$ cat config.mk
export PLATFORM = sky130hd
export DESIGN_NAME = rr_index_arbiter
export DESIGN_NICKNAME = d
export VERILOG_FILES = /design/src/rtl/rr_arb_pkg.sv /design/src/rtl/rr_first_set.sv /design/src/rtl/rr_next_search.sv /design/src/rtl/rr_grant_reg.sv /design/src/rtl/rr_index_arbiter.sv
export SDC_FILE = /design/constraint.sdc
export NUM_CORES = 1
export LEC_CHECK = 0
export CAP_MARGIN = 25
export CELL_PAD_IN_SITES_DETAIL_PLACEMENT = 1
export CELL_PAD_IN_SITES_GLOBAL_PLACEMENT = 1
export CORE_AREA = 2 2 39 41
export CTS_CLUSTER_DIAMETER = 100
export CTS_CLUSTER_SIZE = 14
export DETAILED_ROUTE_END_ITERATION = 10
export DIE_AREA = 0 0 41 43
export DONT_BUFFER_PORTS = 1
export PLACE_DENSITY = 0.3
export SYNTH_ARGS = -nofsm -noshare
export SYNTH_HDL_FRONTEND = slang
export SYNTH_SLANG_ARGS = --single-unit
$ cat constraint.sdc
create_clock -name clk -period 0.9 [get_ports clk]
set_input_delay 0.18 -clock clk [delete_from_list [all_inputs] [get_ports clk]]
set_output_delay 0.18 -clock clk [all_outputs]
set_load 0.03 [all_outputs]
$ cat src/rtl/rr_arb_pkg.sv
package rr_arb_pkg;

   // Implementation choice for the rotating search.
   typedef enum logic [0:0] {
      SEARCH_SCAN  = 1'b0,   // circular scan from holder+1
      SEARCH_SPLIT = 1'b1    // masked upper half, then full-vector fallback
   } search_e;

   // Index width: ceil(log2(n)), never less than one bit.
   function automatic int idx_width(input int n);
      return (n > 1) ? $clog2(n) : 1;
   endfunction

endpackage

$ cat src/rtl/rr_first_set.sv
// Lowest-set-bit locator: reports whether any bit is set and the index of the lowest one.
module rr_first_set #(
   parameter int W  = 4,
   parameter int IW = 2
) (
   input  logic [W-1:0]  vec,
   output logic          found,
   output logic [IW-1:0] idx
);

   if (W < 1) begin : g_bad_w
      $error("rr_first_set: W must be at least 1");
   end
   if ((1 << IW) < W) begin : g_bad_iw
      $error("rr_first_set: IW too narrow for W");
   end

   always_comb begin
      found = |vec;
      idx   = '0;
      for (int i = W - 1; i >= 0; i--) begin
         if (vec[i]) idx = IW'(i);
      end
   end

endmodule

$ cat src/rtl/rr_next_search.sv
// Rotating search: first set request strictly after cur, wrapping, ending at cur itself.
module rr_next_search
   import rr_arb_pkg::*;
#(
   parameter int      N      = 3,
   parameter int      IW     = 2,
   parameter search_e STYLE  = SEARCH_SPLIT
) (
   input  logic [IW-1:0] cur,
   input  logic [N-1:0]  req,
   output logic          hit,
   output logic [IW-1:0] nxt
);

   if (N < 1) begin : g_bad_n
      $error("rr_next_search: N must be at least 1");
   end

   if (STYLE == SEARCH_SPLIT) begin : g_split
      logic [N-1:0]  above;
      logic [N-1:0]  req_hi;
      logic          hi_found;
      logic [IW-1:0] hi_idx;
      logic          all_found;
      logic [IW-1:0] all_idx;

      for (genvar i = 0; i < N; i++) begin : g_mask
         assign above[i] = (IW'(i) > cur);
      end
      assign req_hi = req & above;

      rr_first_set #(.W(N), .IW(IW)) u_hi (
         .vec   (req_hi),
         .found (hi_found),
         .idx   (hi_idx)
      );
      rr_first_set #(.W(N), .IW(IW)) u_all (
         .vec   (req),
         .found (all_found),
         .idx   (all_idx)
      );

      assign hit = all_found;
      assign nxt = hi_found ? hi_idx : all_idx;
   end else begin : g_scan
      logic [IW-1:0] pos;
      always_comb begin
         hit = 1'b0;
         nxt = '0;
         pos = '0;
         // Descending distance so the nearest hit is written last.
         for (int k = N; k >= 1; k--) begin
            pos = IW'((int'(cur) + k) % N);
            if (req[pos]) begin
               hit = 1'b1;
               nxt = pos;
            end
         end
      end
   end

endmodule

$ cat src/rtl/rr_grant_reg.sv
// Output state: grant number and live flag, with hold on idle.
module rr_grant_reg #(
   parameter int IW = 2
) (
   input  logic          clk,
   input  logic          rst,
   input  logic          hit,
   input  logic [IW-1:0] nxt,
   output logic [IW-1:0] grant,
   output logic          valid
);

   always_ff @(posedge clk) begin
      if (rst) begin
         grant <= '0;
         valid <= 1'b0;
      end else begin
         valid <= hit;
         if (hit) grant <= nxt;
      end
   end

endmodule

$ cat src/rtl/rr_index_arbiter.sv
module rr_index_arbiter
   import rr_arb_pkg::*;
#(
   parameter int      N_REQ  = 3,
   parameter search_e SEARCH = SEARCH_SPLIT,
   localparam int     IDX_W  = idx_width(N_REQ)
) (
   input  logic             clk,
   input  logic             rst,
   input  logic [N_REQ-1:0] req_i,
   output logic [IDX_W-1:0] grant_o,
   output logic             valid_o
);

   if (N_REQ < 1) begin : g_bad_count
      $error("rr_index_arbiter: N_REQ must be at least 1");
   end

   logic             srch_hit;
   logic [IDX_W-1:0] srch_idx;

   if (N_REQ == 1) begin : g_single
      // One requester: the only legal number is 0.
      assign srch_hit = req_i[0];
      assign srch_idx = '0;
   end else begin : g_multi
      rr_next_search #(.N(N_REQ), .IW(IDX_W), .STYLE(SEARCH)) u_search (
         .cur (grant_o),
         .req (req_i),
         .hit (srch_hit),
         .nxt (srch_idx)
      );
   end

   rr_grant_reg #(.IW(IDX_W)) u_state (
      .clk   (clk),
      .rst   (rst),
      .hit   (srch_hit),
      .nxt   (srch_idx),
      .grant (grant_o),
      .valid (valid_o)
   );

endmodule

== Yosys cells after proc, flatten, opt, wreduce, memory -nomap -nowiden ==
Index checks and enable logic that the tools add are counted.

* Input port bits: 5
* Flip-flop bits (word level): 3
* Output and inout port bits: 3
* Logic and storage cells: 15

* Bitwise logic cells: 1
* Reduce and logical (&&, ||, !) cells: 2
* Multiplexer cells: 7
* $lt $le $gt $ge: 3

{| class="wikitable"
|+ Operators by type and width
! cell !! count
|-
| 2-bit 2-to-1 mux || 7
|-
| 3-bit OR reduction || 2
|-
| 1-bit by 2-bit > comparator with 1-bit output (first input constant) || 2
|-
| 3-bit bitwise AND || 1
|-
| 2-bit > comparator (first input constant) || 1
|}

== Longest topological paths before layout ==
* Depth after elaboration: 6
* Depth in mapped cells: 3
* Mapped depth without buffers: 3

== By module ==
Synthesis repeated with hierarchy kept, for this count alone.

* Cells, all modules: 19
* Area, all modules: 173.9 sq um

{| class="wikitable"
|+ By module, submodules not included
! module !! seq. area each (sq um) !! cells each !! area an instance (sq um) !! times used
|-
| rr_grant_reg || 60.1 || 8 || 93.8 || 1
|-
| rr_first_set || 0.0 || 3 || 20.0 || 2
|-
| rr_next_search || 0.0 || 5 || 40.0 || 1
|}

== Worst setup path after synthesis ==
Ideal clock, no wire load.

* Path kind: register to register
* Start: register u_state.grant[1]
* End: register u_state.grant[0]
* Cell stages (with the launch flop): 4
* Path slack: -58 ps
* Data required time: 835 ps
* Arrival: 892 ps
* Library setup time: 65 ps
* Path buffers: 0
* Period minus slack after synthesis: 958 ps
* Cells stage by stage: dfxtp_1 -> mux2i_1 -> a22oi_1 -> nor2_1

* Longest elaborated chain between the ends: 5
* Elaborated cells between the ends (all ways): 8
* Those cells by class: order compare (3); mux (3); bitwise (1); reduce/logical (1)

{| class="wikitable"
|+ RTL lines
! element !! RTL line !! RTL
|-
| start: declaration || rr_grant_reg.sv:9 || <nowiki>output logic [IW-1:0] grant,</nowiki>
|-
| start signal: assignment || rr_grant_reg.sv:19 || <nowiki>if (hit) grant <= nxt;</nowiki>
|-
| 1-bit by 2-bit > comparator with 1-bit output || rr_next_search.sv:28 || <nowiki>assign above[i] = (IW'(i) > cur);</nowiki>
|-
| 3-bit bitwise AND (*) || rr_next_search.sv:30 || <nowiki>assign req_hi = req & above;</nowiki>
|-
| 2-bit 2-to-1 mux (2 in series) || rr_first_set.sv:22 || <nowiki>if (vec[i]) idx = IW'(i);</nowiki>
|-
| 2-bit 2-to-1 mux (*) || rr_next_search.sv:44 || <nowiki>assign nxt = hi_found ? hi_idx : all_idx;</nowiki>
|}

Every way passes the cells marked *; elsewhere a longest branch is shown, timed or not.
A chain may end at the register's enable or synchronous reset.

== Worst setup path in the final report ==
* Start: register u_state.grant[1]
* End: output grant_o[1]

{| class="wikitable"
|+ RTL lines
! element !! RTL line !! RTL
|-
| end: declaration || rr_index_arbiter.sv:11 || <nowiki>output logic [IDX_W-1:0] grant_o,</nowiki>
|}

No word-level cell between the ends.

==> reports/qor.log <==
[routing] first-pass iteration count of the detailed router 2
[final_layout] antenna diode count 0
[placement] setup slack after placement 86.74 ps
[timing] slew of the pin with the lowest slew margin 180.5 ps
[synthesis] count of distinct cell types in the synthesized netlist 9
[synthesis] synthesized area 126.4 sq um
[timing] final sum of negative setup slack 0 ps
[global_routing] antenna violations before repair 0
[setup_path] Data required, critical path 720 ps
[timing] final cycle utilization of the critical path 0.9917
[cts] hold_buf cts 0
[cts] clock transition time at the flip-flop clock pins of the worst setup and hold paths 30 ps
[floorplanning] core region area 1384 sq um
[timing] setup violation total in the final timing report 0
[synthesis] area share of the largest cell type after synthesis 0.4752
[cts] number of H-tree levels 1
[cts] Num Clock Sinks 3
[timing] unrepaired setup endpoints after global routing yes
[routing] sum of routed wire length over all layers 353 um
[timing] worst-case headroom to the max-slew limit 0.8787
[setup_path] total buffers and inverters traversed by the critical path 1
[timing] total count of hold-check failures in the final report 0
[setup_path] CP Data Arrival Time 710 ps
[timing] maximum achievable frequency 1.120 GHz
[power] maximum vdd ir drop 462.4 uV
[routing] count of antenna-violating nets left after detailed routing 0
[setup_path] Worst setup EP type output port
[flow_run] maximum capacitance violations 0
[placement] HPWL reported at the end of detailed placement 274.4 um
[synthesis] Area contributors post-synth dfxtp_1 (48%), nor2_1 (12%), nor3b_2 (9.9%)
[floorplanning] chip width 41 um
[routing] routed length on met1 113 um
[power] power density over the cells 2163 nW/um^2
[final_layout] net count of the finished layout 26
[power] total power after layout 435.8 uW
[setup_path] r2r endpoint u_state.grant[1]$_SDFFE_PP0P_
[setup_path] register-to-register setup slack 80 ps
[floorplanning] Cell Rows 14
[setup_path] kind of launch point of the worst setup path flip-flop
[routing] via count of the routed design 125
[routing] highest signal layer in the routed design met3
[cts] CTS Root Cell clkbuf_4
[cts] maximum root-to-sink buffer count 2
[final_layout] Core Util, Final 0.1456
[synthesis] number of enable-type register cells in the synthesized netlist 0
[synthesis] number of synthesized register bits 3
[setup_path] max incr delay on CP 360 ps
[power] static power due to leakage 0.00007574 uW
[setup_path] slowest stage cell on the critical path dfxtp_4
[run_status] run status finished, final reports clean
[synthesis] commonest register cell after synthesis dfxtp_1
[synthesis] synthesized netlist net count 19
[routing] Iteration-0 DRC Markers 2
[setup_path] startpoint of the worst register-to-register path u_state.grant[1]$_SDFFE_PP0P_
[worst_hold_path] Hold Crit Depth 1
[timing] Period minus WS final 892.5 ps
[routing] met3 wire length 114 um
[global_routing] leftover overflow at the end of global routing 0
[routing] via density per instance 3.472
[synthesis] syn_area_per_cell 9.027 sq um
[synthesis] share of synthesized flip-flops with an asynchronous set or reset 0
[setup_path] logic depth of the worst setup path including buffers 1
[setup_path] biggest fanout along the worst timing path 4
[timing] worst hold margin 8.653 ps
[synthesis] cell type contributing the most total cell area after synthesis dfxtp_1
[cts] CTS tree done
[synthesis] share of the yosys chip area belonging to registers 0.4752
[synthesis] Post-Synthesis Cells 14
[setup_path] R2R cell count 3
[floorplanning] die outline height 43 um
[synthesis] most repeated cell in the gate-level netlist after synthesis nor2_1
[setup_path] family with the most delay on the worst path flip-flops
[final_layout] filler cell count in the final layout 162
[global_routing] largest net degree at the start of global routing 5
[global_routing] first-pass GRT wire length 545 um
[setup_path] Critical Setup Path Class flip-flop to output port
[routing] DRC violation count after routing 0
[final_layout] signed area change from the synthesized netlist to the final layout 59.41%
[routing] detail-routed net length per standard cell 9.806 um
[global_routing] number of global-route vias before repair 134
[timing] Layout Skew 0.5827 ps
[placement] Placer Congestion 0.6380
[floorplanning] I/O pin total 8
[synthesis] Warnings, synthesis 0
[synthesis] top post-synthesis cells by count nor2_1 (4), dfxtp_1 (3)
[floorplanning] Starting Density 0.09132
[global_routing] aggregate global-route resource usage 0.05015
[timing] final critical-path setup slack 7.512 ps
[cts] post-CTS setup buffer count 0
[placement] Port Buffer Count 0
[worst_hold_path] worst hold endpoint u_state.grant[1]$_SDFFE_PP0P_
[final_layout] fraction of final layout cells with drive strength greater than 1 0.4500
[setup_path] cells along the critical path buf_6
[cts] clock latency of the later-clocked register in the worst-skew pair 230 ps
[routing] met2 WL post-DR 125 um
[cts] TritonCTS Buffers 3
[floorplanning] full die area 1763 sq um
[worst_hold_path] Hold/Removal Path Class primary input to flip-flop
[worst_hold_path] hold wc startpoint rst
[timing] Slew Limit Fails 0
layout by cell type, fill, tap and decap left out, drive strengths merged:
cell    netlist  final
inv           1      1
nor3          1      1
a31oi         1      1
clkbuf        0      4
nand2b        1      1
buf           0      2
a22oi         1      1
mux2i         1      1
nor2          4      4
nor3b         1      1
dfxtp         3      3
flip-flops by register name (all words and copies together) (netlist names):
| register | count |
|---|---|
| u_state.grant | 2 |
| u_state.valid | 1 |
layout make-up:
| type | count | area, sq um | area share |
|---|---|---|---|
| Tap cell | 16 | 20.02 | 0.09938 |
| Timing Repair Buffer | 2 | 22.52 | 0.1118 |
| Multi-Input combinational cell | 10 | 62.56 | 0.3106 |
| Clock buffer | 4 | 26.28 | 0.1304 |
| Inverter | 1 | 3.754 | 0.01863 |
| Sequential cell | 3 | 66.31 | 0.3292 |
metrics by stage:
step / instances / area, sq um
after floorplan: 14 / 128.9
after global placement: 32 / 163.9
after detailed placement: 32 / 163.9
after CTS: 36 / 198.9
after global routing: 36 / 201.4
final: 36 / 201.4
kinds of logic (layout without fill, tap and decap cells):
logic type             Yosys count  in the layout  share of synthesized area
buffers and inverters            1              7                    0.02967
AND/OR/NAND/NOR                  7              7                     0.3069
AO/OA/AOI/OAI                    2              2                     0.1090
flip-flops                       3              3                     0.4753
multiplexers                     1              1                    0.07921
worst reg2reg max path: stages, from the launching register on:
cell and delay, ps:
dfxtp_4 350, nor3b_2 150, a31oi_1 160, nor2_1 50
routing by layer:
metal / track usage / vias to the layer above
met5: 0 / -
met4: 0.04000 / 0
met3: 0.07330 / 0
met2: 0.05625 / 10
met1: 0.03846 / 54
li1: - / 61
power by group:
| group | total [uW] | leakage [uW] | internal [uW] | switching (uW) |
|---|---|---|---|---|
| Sequential | 158 | 0.0000260 | 144 | 14.2 |
| Combinational | 46.9 | 0.0000347 | 23.7 | 23.2 |
| Clock | 231 | 0.0000150 | 166 | 65.2 |
| Total | 436 | 0.0000757 | 333 | 103 |
worst max path at each step:
stage / startpoint / end / slack (ps)
2_1_floorplan: u_state.grant[1]$_SDFFE_PP0P_ / u_state.grant[0]$_SDFFE_PP0P_ / 70
3_3_place_gp: u_state.grant[1]$_SDFFE_PP0P_ / u_state.grant[1]$_SDFFE_PP0P_ / 100
6_report: u_state.grant[1]$_SDFFE_PP0P_ / grant_o[1] / 8
4_1_cts: u_state.grant[1]$_SDFFE_PP0P_ / grant_o[1] / -20
5_1_grt: u_state.grant[1]$_SDFFE_PP0P_ / grant_o[1] / -20
3_5_place_dp: u_state.grant[0]$_SDFFE_PP0P_ / u_state.grant[1]$_SDFFE_PP0P_ / 90
timing repair:
action,CTS,global route
gates resized for setup,3,1
endpoints found under the setup margin,3,3
pin swaps,0,0
Power figures use the tool's default switching activity.
